**src/rtl/qwb_pkg.sv**
```systemverilog
package qwb_pkg;
  localparam int WORD_W    = 32;
  localparam int NUM_WORDS = 4;
  localparam int SEL_W     = 6;
  localparam int ADDR_W    = 12;
  localparam int SLOT_LSB  = 2;
  localparam int SLOT_W    = $clog2(NUM_WORDS);
  localparam int SEL_LSB   = SLOT_LSB + SLOT_W;
  localparam int PKT_W     = NUM_WORDS * WORD_W;

  // strobes from control to datapath
  typedef struct packed {
    logic [NUM_WORDS-2:0] load;     // one-hot buffer word load
    logic                 fire;     // completing write seen
    logic                 fixedSel; // data aperture: use fixed code
    logic [SEL_W-1:0]     addrSel;  // selector from address
  } strobe_t;
endpackage

```
**src/rtl/qwb_ctrl.sv**
```systemverilog
module qwb_ctrl
  import qwb_pkg::*;
(
  input  logic              wrEn,
  input  logic              wrAperture,
  input  logic [SLOT_W-1:0] slotBits,
  input  logic [SEL_W-1:0]  selBits,
  input  logic [3:0]        wrStrb,
  output strobe_t           st
);
  logic fullWrite;

  // only complete 32-bit writes participate
  assign fullWrite = wrEn && (wrStrb == 4'b1111);

  for (genvar k = 0; k < NUM_WORDS - 1; k++) begin : g_load
    assign st.load[k] = fullWrite && (slotBits == SLOT_W'(k));
  end

  assign st.fire     = fullWrite && (slotBits == SLOT_W'(NUM_WORDS - 1));
  assign st.fixedSel = wrAperture;
  assign st.addrSel  = selBits;
endmodule

```
**src/rtl/qwb_datapath.sv**
```systemverilog
module qwb_datapath
  import qwb_pkg::*;
#(
  parameter int              NUM_TGT  = 15,
  parameter logic [SEL_W-1:0] DATA_SEL = 6'h02
) (
  input  logic               clk,
  input  logic               rstN,
  input  strobe_t            st,
  input  logic [WORD_W-1:0]  wrData,
  input  logic [NUM_TGT-1:0] targetPresent,
  output logic               pktValid,
  output logic [SEL_W-1:0]   pktSel,
  output logic [PKT_W-1:0]   pktData,
  output logic [NUM_TGT-1:0] pktTargetEn
);
  logic [WORD_W-1:0] heldWord [NUM_WORDS-1];
  logic [PKT_W-1:0]  nextPkt;

  for (genvar k = 0; k < NUM_WORDS - 1; k++) begin : g_buf
    always_ff @(posedge clk) begin
      if (!rstN)
        heldWord[k] <= '0;
      else if (st.load[k])
        heldWord[k] <= wrData;
    end
    assign nextPkt[k*WORD_W +: WORD_W] = heldWord[k];
  end
  // last word comes straight from the completing write
  assign nextPkt[(NUM_WORDS-1)*WORD_W +: WORD_W] = wrData;

  always_ff @(posedge clk) begin
    if (!rstN) begin
      pktValid    <= 1'b0;
      pktSel      <= '0;
      pktData     <= '0;
      pktTargetEn <= '0;
    end else begin
      pktValid    <= st.fire;
      pktTargetEn <= st.fire ? targetPresent : '0;
      if (st.fire) begin
        pktData <= nextPkt;
        pktSel  <= st.fixedSel ? DATA_SEL : st.addrSel;
      end
    end
  end
endmodule

```
**src/rtl/quad_word_broadcaster.sv**
```systemverilog
module quad_word_broadcaster
  import qwb_pkg::*;
#(
  parameter int              NUM_TGT  = 15,
  parameter logic [SEL_W-1:0] DATA_SEL = 6'h02
) (
  input  logic                clk,
  input  logic                rstN,
  input  logic                wrEn,
  input  logic                wrAperture,
  input  logic [ADDR_W-1:0]   wrAddr,
  input  logic [WORD_W-1:0]   wrData,
  input  logic [3:0]          wrStrb,
  input  logic                rdEn,
  input  logic [ADDR_W-1:0]   rdAddr,
  output logic [WORD_W-1:0]   rdData,
  input  logic [NUM_TGT-1:0]  targetPresent,
  output logic                pktValid,
  output logic [SEL_W-1:0]    pktSel,
  output logic [PKT_W-1:0]    pktData,
  output logic [NUM_TGT-1:0]  pktTargetEn
);
  strobe_t st;
  logic    unusedBits;

  // apertures are write-only; reads see zero
  assign rdData     = '0;
  assign unusedBits = ^{rdEn, rdAddr, wrAddr[ADDR_W-1:SEL_LSB+SEL_W], wrAddr[SLOT_LSB-1:0]};

  qwb_ctrl u_ctrl (
    .wrEn       (wrEn),
    .wrAperture (wrAperture),
    .slotBits   (wrAddr[SLOT_LSB +: SLOT_W]),
    .selBits    (wrAddr[SEL_LSB +: SEL_W]),
    .wrStrb     (wrStrb),
    .st         (st)
  );

  qwb_datapath #(.NUM_TGT(NUM_TGT), .DATA_SEL(DATA_SEL)) u_dp (
    .clk           (clk),
    .rstN          (rstN),
    .st            (st),
    .wrData        (wrData),
    .targetPresent (targetPresent),
    .pktValid      (pktValid),
    .pktSel        (pktSel),
    .pktData       (pktData),
    .pktTargetEn   (pktTargetEn)
  );
endmodule

```
**config.mk**
```make
export PLATFORM = sky130hd
export DESIGN_NAME = quad_word_broadcaster
export DESIGN_NICKNAME = d
export VERILOG_FILES = /design/src/rtl/qwb_pkg.sv /design/src/rtl/qwb_ctrl.sv /design/src/rtl/qwb_datapath.sv /design/src/rtl/quad_word_broadcaster.sv
export SDC_FILE = /design/constraint.sdc
export NUM_CORES = 1
export LEC_CHECK = 0
export BUFFER_PORTS_ARGS = -buffer_cell sky130_fd_sc_hd__buf_2
export CORE_UTILIZATION = 45
export DETAILED_ROUTE_END_ITERATION = 12
export PLACE_DENSITY = 0.7
export SLEW_MARGIN = 20
export SYNTH_ARGS = -nofsm -noshare
export SYNTH_HDL_FRONTEND = slang
export SYNTH_SLANG_ARGS = --single-unit
```
**constraint.sdc**
```tcl
create_clock -name clk -period 6.5 [get_ports clk]
set_input_delay 0 -clock clk [delete_from_list [all_inputs] [get_ports clk]]
set_output_delay 0 -clock clk [all_outputs]
set_load 0.1 [all_outputs]
```
; ---- After elaboration in Yosys (flattened, before gate mapping)
; Memory sizes are Yosys's and may differ from the RTL's. A register that Yosys moved wholly into a read port is not among the register bits.
; Index checks and enable logic that the tools add are counted.
[totals]
register_bits = 150
ramBits = 96
input_bits = 80
output_inout_bits = 182
wordCells = 36
memories = 1
[op_classes]
n_eq_ne = 4
mux = 14
n_bitwise = 3
reduce_logical = 10
[mem_list]
columns = memory, depth, word_bits, rd, rd_clocked_by_memory_dff, wr, line_no
row1 = u_dp.heldWord, 3, 32, 3, 3, 3, qwb_datapath.sv:17  ; logic [WORD_W-1:0] heldWord [NUM_WORDS-1];
[op_table]
columns = operator, n
row1 = two-way mux 32 bit, 3
row2 = two-way mux 1 bit, 10
row3 = two-way mux 6 bit, 1
row4 = logical AND 1 bit, 5
row5 = == test 2 bit (second input constant), 2
row6 = == test 4 bit (second input constant), 1
row7 = logical NOT 1 bit, 3
row8 = bitwise OR 1 bit, 3
row9 = == test 2 x 1 -> 1 bit (second input constant), 1
row10 = logical NOT 2 bit, 1
row11 = AND reduction 2 bit, 1

; ---- Logic depth before layout (Yosys ltp)
; Gate-level depths: netlist of run 1.
[depth]
word_depth = 7
mapped_depth = 6
ltp_nobuf = 3

; ---- Cells and area by module
; Synthesis of run 1 repeated with hierarchy kept, for this count alone.
[hier_totals]
hier_cells = 736
area_unflattened_um2 = 9527.9
[by_module_without_submodules]
columns = mod, n_inst, cells_per_inst, area_each_um2, seq_area_each_um2
row1 = qwb_datapath, 1, 688, 9171.3, 5885.6
row2 = quad_word_broadcaster, 1, 33, 244.0, 0.0
row3 = qwb_ctrl, 1, 15, 112.6, 0.0

; ---- Worst setup path before layout of run 1
; No wires, ideal clock.
[synth_timing]
path_type = input -> register
start = input wrEn
end = memory u_dp.heldWord[1][0], enable pin
setup_ns = 0.511
arrival_ns = 3.524
required_ns = 5.989
setup_slack_ns = 2.466
stages = 2
path_buffers = 0
cell_sequence = nand3_1 > o41ai_1
[synth_lines]
columns = item, line_no
row1 = "start, declared", quad_word_broadcaster.sv:9  ; input logic wrEn,
row2 = "end, declared", qwb_datapath.sv:17

; ---- Final worst setup path of run 1
[layout_timing]
start = input wrAddr[2]
end = register u_dp.pktData[116]
[layout_via]
elab_chain_cells = 2
[layout_rtl]
columns = item, line_no
row1 = "start, declared", quad_word_broadcaster.sv:11  ; input logic [ADDR_W-1:0] wrAddr,
row2 = == test 2 bit, qwb_ctrl.sv:20  ; assign st.fire = fullWrite && (slotBits == SLOT_W'(NUM_WORDS - 1));
row3 = logical AND 1 bit, qwb_ctrl.sv:20
row4 = "end signal, assigned", qwb_datapath.sv:42  ; pktData <= nextPkt;
row5 = "end, declared", qwb_datapath.sv:14  ; output logic [PKT_W-1:0] pktData,
; No other way between the ends.
; A chain may end at the register's enable or synchronous reset.

==> results.yml, run 1 <==
sta:
  worst_pin_slew_ps: 949
  relSlewSlack_pct: 36.8
  finalCritPeriodShare_pct: 38.0
  slew_viol_final: 0
  fin_skew_ps: 3.18
  setup_viol: 0
  max_clock_freq_mhz: 405
  min_period_ps: 2470
  finalHoldViolations: 0
  finalSetupTns_ps: 0
  rsz0062_at_grt: "no"
floorplanning:
  rows: 52
  die_h_um: 147
  placeableCoreArea_mm2: 0.0205
  die_w_um: 147
  io_pins: 262
  die_area_mm2: 0.0217
  start_util_pct: 46.4
clock_network:
  cts_tree: "yes"
  cts_made_buffers: 26
  post_cts.repair.setup_buffers: 0
  worstSkewPairLatency_ps: 510
  cts_resized: 0
  max-clock-path-buffers: 3
  cts_root_buf: "clkbuf_16"
  cts_num_sinks: 246
  htree_levels: 1
  cts.clk_slew.worst_paths_ps: 60
power_and_ir_drop:
  seqPwrFrac_pct: 48.0
  pwr_density_cell_mw_per_mm2: 280
  power.switching_mw: 0.786
  clkPwrFrac_pct: 44.8
  p_leak_nw: 5.09
  total_power_mw: 3.43
  p_comb_share_pct: 7.2
  ir_worst_vdd_mv: 0.197
  swShare_pct: 22.9
  p_int_mw: 2.64
global_route:
  antenna_found_initial: 0
  grtUsageTotal_pct: 19.7
  grt_max_degree: 97
  overflow: 0
  grt_pass1_wl_um: 34000
  grt_pass1_vias: 6578
layout:
  final_util_pct: 59.8
  multi_input_area_mm2: 0.00332
  ff_latch_area_mm2: 0.00589
  drive_gt1_share_pct: 24.0
  fin_cells: 1414
  area_delta_synth_final_pct: 28.7
  num-fill-cells: 1687
  fin_nets: 1204
  n_antenna_cell: 0
routing:
  drt_iter0_drc: 296
  routed_wl_um: 21600
  avgViaCountPerCell: 4.68
  wl_per_cell_um: 15.3
  vias: 6618
  route.detailed.drc: 0
  dr.pass1.iters: 4
  antenna_left: 0
flow_run:
  maxCapViolCount: 0
worst_setup_path:
  worstPathRequired_ps: 6930
  crit_type: "in2reg"
  slowest_stage: "buf_4"
  critPathBufInv: 5
  crit_top_cell: "buf_4"
  crit_fanout: 51
  cp-start-kind: "input pin"
  path_cells: "dlygate4sd3_1 > buf_2 > inv_1 > nor4_2 > buf_4 > buf_4 > mux2i_1"
  cp_data_arrival_time_ps: 2900
  crit_family: "buffers and inverters"
  max_stage_delay_ps: 780
  worst_setup_path_end_kind: "flop"
synthesis:
  synth_cells: 863
  ys_types: 20
  ys_warn_count: 0
  netlist_area_mm2: 0.00952
  ys_ff_latch: 246
  synth_seq_area_share_pct: 61.9
  syn_area_per_cell_um2: 11.0
placed_design:
  dp.cells: 1305
  gp_congestion: 0.722
  io_buffer_count: 212
  post-dp-hpwl_um: 13200
run_status:
  status: "finished clean"
worst_hold_path:
  hp-class: "in2reg"
-- kinds of logic after synthesis --
family / after synthesis / synth area share, %
muxes: 134 / 14.1
DFF: 246 / 61.9
and+or+nand+nor: 389 / 18.6
buffers and inverters: 89 / 5.17
AOI/OAI and AO/OA: 4 / 0.250
other: 1 / 0.0394
-- cell usage in the layout, fill, tap and decap left out, types with 4 or more instances in the layout --
cell,count
nor4_2,4
buf_4,16
clkinv_1,5
mux2i_1,134
edfxtp_1,96
dlygate4sd3_1,61
bufinv_16,4
clkbuf_1,5
clkbuf_16,27
buf_2,211
dfxtp_1,150
nand2_1,268
conb_1,32
and2_1,111
clkbuf_8,4
-- per-stage QoR --
step / setup slack [ps] / cell area (µm²) / hold WS [ps]
floorplan: 2470 / 9630 / 122
global placement: 4130 / 10700 / 200
detailed placement: 4060 / 10700 / 201
CTS: 4090 / 12200 / 62.8
global route: 3880 / 12200 / 115
finish: 4030 / 12200 / 83.0
-- power groups by stage --
stage,registers [mW],logic [mW],clock network (mW)
4_1_cts,1.65,0.247,1.57
3_3_place_gp,1.68,0.218,0
6_report,1.65,0.248,1.54
5_1_grt,1.65,0.263,1.63
3_5_place_dp,1.68,0.220,0
2_1_floorplan,1.70,0.154,0
-- worst paths after layout --
kind	from	to	slack, ps	cells past startpoint
min	rstN	u_dp.pktData[7]	80	3
min reg2reg	u_dp.pktData[49]	u_dp.pktData[49]	450	2
max	wrAddr[2]	u_dp.pktData[116]	4030	7
max reg2reg	u_dp.heldWord[2][17]	u_dp.pktData[81]	5790	2
-- final cells by class --
cell class                 instances  share of cell area [%]
clock buffer                      35                    6.01
multi-input combinational        559                    27.1
timing repair buffer             289                    14.7
sequential                       246                    48.0
tap                              270                    2.76
inverter                           2                  0.0613
clock inverter                    13                    1.34
-- tightest hold or removal path, stage by stage --
cell,delay [ps]
clkbuf_8,290
nand2_1,160
mux2i_1,50
-- cell usage after synthesis --
cell	n	area [µm²]
nand2_1	268	1010
buf_4	39	293
dfxtp_1	150	3000
o21ai_0	3	15.0
conb_1	1	3.75
nand2b_1	1	6.26
o41ai_1	1	8.76
buf_1	1	3.75
and2_1	111	694
edfxtp_1	96	2880
buf_2	9	45.0
nand3_1	1	5.00
or3_1	1	6.26
clkbuf_1	38	143
nor2b_1	1	6.26
nor4_2	1	12.5
nand3b_1	1	7.51
inv_1	2	7.51
nor4_1	4	25.0
mux2i_1	134	1340
-- sequential cells by signal, summed over array words and instances (netlist names) --
signal and cells:
u_dp.pktTargetEn 15, u_dp.pktData 128, u_dp.heldWord 96, u_dp.pktSel 6, u_dp.pktValid 1
-- metal layers --
layer	vias up	track usage (%)	routed length, µm
met5	-	0	0
met3	33	4.85	1370
met4	0	5.00	418
met2	193	33.6	10200
li1	3285	-	-
met1	3107	25.1	9620
-- repair_timing --
| action | CTS | global route |
|---|---|---|
| setup endpoints to repair | 0 | 0 |
| hold endpoints to repair | 159 | 0 |
| hold buffers | 61 | 0 |
(Power assumes the default switching activity.)
==> run 2: changes to the inputs <==
--- a/config.mk
+++ b/config.mk
@@ -5,10 +5,11 @@
 export SDC_FILE = /design/constraint.sdc
 export NUM_CORES = 1
 export LEC_CHECK = 0
+export ABC_AREA = 1
 export BUFFER_PORTS_ARGS = -buffer_cell sky130_fd_sc_hd__buf_2
 export CORE_UTILIZATION = 45
 export DETAILED_ROUTE_END_ITERATION = 12
-export PLACE_DENSITY = 0.7
+export PLACE_DENSITY = 0.72
 export SLEW_MARGIN = 20
 export SYNTH_ARGS = -nofsm -noshare
 export SYNTH_HDL_FRONTEND = slang
==> constraint.sdc (replaced) <==
create_clock -name clk -period 2 [get_ports clk]
set_input_delay 0 -clock clk [delete_from_list [all_inputs] [get_ports clk]]
set_output_delay 0 -clock clk [all_outputs]
set_load 0.1 [all_outputs]
==> run 2 against run 1 <==
Against the previous run: sequential share of layout area decreased by 5.1 points; critical path type unchanged; combinational power increased to 4.6 times the previous value; highest routed layer unchanged; setup slack got worse by 3900 ps; largest power group unchanged.
==> results.yml, run 2 <==
worst_setup_path:
  reg2reg_from: "u_dp.heldWord[2][26]"
  cp_data_arrival_time_ps: 2340
  cp-start-kind: "input pin"
  worstPathRequired_ps: 2420
  crit_type: "in2reg"
  r2r-end: "u_dp.pktData[90]"
  worstRegToRegCells: 4
  crit_fanout: 40
  reg2reg_slack_ps: 1230
  worst_setup_path_end_kind: "flop"
routing:
  dr.pass1.iters: 5
  wl_met1_um: 11900
  drt_iter0_drc: 638
  wl_met2_um: 14300
  route.detailed.drc: 0
  avgViaCountPerCell: 4.56
  dr_wl_met3_um: 2160
  antenna_left: 0
  wl_per_cell_um: 14.3
  routed_wl_um: 29100
  topRoutingLayerUsed: "met4"
  vias: 9277
synthesis:
  synth_top_flop_cell: "dfxtp_1"
  ys_ff_latch: 246
  ys_warn_count: 0
  synth_cells: 1452
  ys_types: 17
  yosysTopAreaCellShare_pct: 27.4
  async_flop_share_pct: 0
  yosysTopAreaCell: "dfxtp_1"
  netlist_area_mm2: 0.0110
  syn_area_per_cell_um2: 7.56
  synth-edff-count: 96
  synth_area_leaders: "dfxtp_1 (27%), edfxtp_1 (26%), inv_1 (14%)"
  synth_seq_area_share_pct: 53.6
  synth_most_common_cell: "inv_1"
  synth_common_cells: "inv_1 (415), nand2_1 (279), nor2_1 (249)"
floorplanning:
  io_pins: 262
  die_area_mm2: 0.0250
  die_h_um: 158
  rows: 56
  placeableCoreArea_mm2: 0.0237
  start_util_pct: 46.3
  die_w_um: 158
layout:
  area_delta_synth_final_pct: 25.0
  layout_common_cells: "inv_1 (415), nand2_1 (279), nor2_1 (249)"
  ff_latch_area_mm2: 0.00589
  final_common_cell: "inv_1"
  fin_nets: 1776
  final_util_pct: 57.9
  reg.largest.list: "u_dp.pktData (128), u_dp.heldWord (96), u_dp.pktTargetEn (15)"
  n_antenna_cell: 0
  multi_input_area_mm2: 0.00301
  num-fill-cells: 2189
  top_register: "u_dp.pktData"
  drive_gt1_share_pct: 16.2
  fin_cells: 2036
  design_area_mm2: 0.0137
  largest_register_ffs: 128
placed_design:
  gp_congestion: 0.768
  dp.cells: 1918
  post-dp-hpwl_um: 17100
  io_buffer_count: 212
  place_area_mm2: 0.0121
  post-place-ws_ps: 553
flow_run:
  maxCapViolCount: 0
global_route:
  antenna_found_initial: 0
  grt_pass1_vias: 8793
  overflow: 0
  grtUsageTotal_pct: 23.1
  grt_max_degree: 136
  grt_pass1_wl_um: 44900
clock_network:
  cts.clk_slew.worst_paths_ps: 60
  htree_levels: 1
  worstSkewPairLatency_ps: 520
  cts_tree: "yes"
  post_cts.repair.setup_buffers: 0
  cts_resized: 0
  cts_root_buf: "clkbuf_16"
  max-clock-path-buffers: 3
  cts_num_sinks: 246
  cts_made_buffers: 27
sta:
  min_period_ps: 1920
  worst_pin_slew_ps: 828
  finalHoldViolations: 0
  finalSetupTns_ps: 0
  finalCritPeriodShare_pct: 95.8
  setup_slack_ps: 83.3
  max_clock_freq_mhz: 522
  hold_ws_ps: 25.6
  slew_viol_final: 0
  setup_viol: 0
  rsz0062_at_grt: "no"
  relSlewSlack_pct: 44.8
  fin_skew_ps: 5.88
run_status:
  status: "finished clean"
worst_hold_path:
  hold_end: "u_dp.pktData[6]"
  hp-class: "in2reg"
  holdCritStartpoint: "wrStrb[1]"
  hold_path_depth: 6
power_and_ir_drop:
  total_power_mw: 11.4
  pwr_density_cell_mw_per_mm2: 832
  ir_worst_vdd_mv: 0.658
  p_leak_nw: 7.14
run 2: cell count changes in the layout (fill, tap and decap cells not counted), sizes merged, moves of 7 or more:
cell	before	now
clkbuf	36	46
nand4	0	138
dlygate4sd3	61	68
nor2	0	250
inv	2	419
and2	111	0
mux2i	134	0
nand2	268	279
run 2: area by class of cell:
type | instances | share of cell area, %
repair buffers | 300 | 14.2
clock inverters | 4 | 0.173
multi-input cells | 703 | 21.9
clock buffers | 46 | 6.41
well taps | 319 | 2.91
inverters | 418 | 11.5
flip-flops and latches | 246 | 42.9
run 2: worst max path at each step:
stage	startpoint	end	depth (start not counted)	slack (ps)
floorplan	wrStrb[1]	u_dp.heldWord[0][0]	6	210
global placement	wrStrb[0]	u_dp.pktData[27]	8	570
detailed placement	wrStrb[2]	u_dp.pktTargetEn[0]	7	550
CTS	wrEn	u_dp.pktData[104]	9	250
global route	wrEn	u_dp.pktSel[2]	9	10
finish	wrEn	u_dp.pktSel[2]	9	80
run 2: kinds of logic (layout without fill, tap and decap cells):
kind of cell,after synthesis,count (layout),share of synthesized area [%]
AND/OR/NAND/NOR,671,671,26.3
buffers and inverters,534,768,20.0
flip-flops,246,246,53.6
other,1,32,0.0342
run 2: report_power, final:
group          switching [mW]  leakage [nW]  internal, mW
registers              0.0376          2.12          5.33
logic                   0.878          4.57         0.256
clock network            1.94         0.448          2.98
total                    2.85          7.14          8.56
run 2: layer usage:
layer | track usage (%) | vias to the layer above
met2 | 40.3 | 312
met4 | 7.37 | 0
li1 | - | 4699
met3 | 4.68 | 54
met1 | 28.5 | 4212
met5 | 0 | -
run 2: what timing repair did:
action,4_1_cts,5_1_grt
setup endpoints to repair,0,0
hold endpoints to repair,160,0
hold buffers,68,0
run 2: critical path, cell delays in order:
cell and delay (ps):
dlygate4sd3_1 520, buf_2 90, inv_1 60, nor2_4 270, buf_4 450, nand4_1 210
nand2_1 100, dlygate4sd3_1 560, nor2_1 50
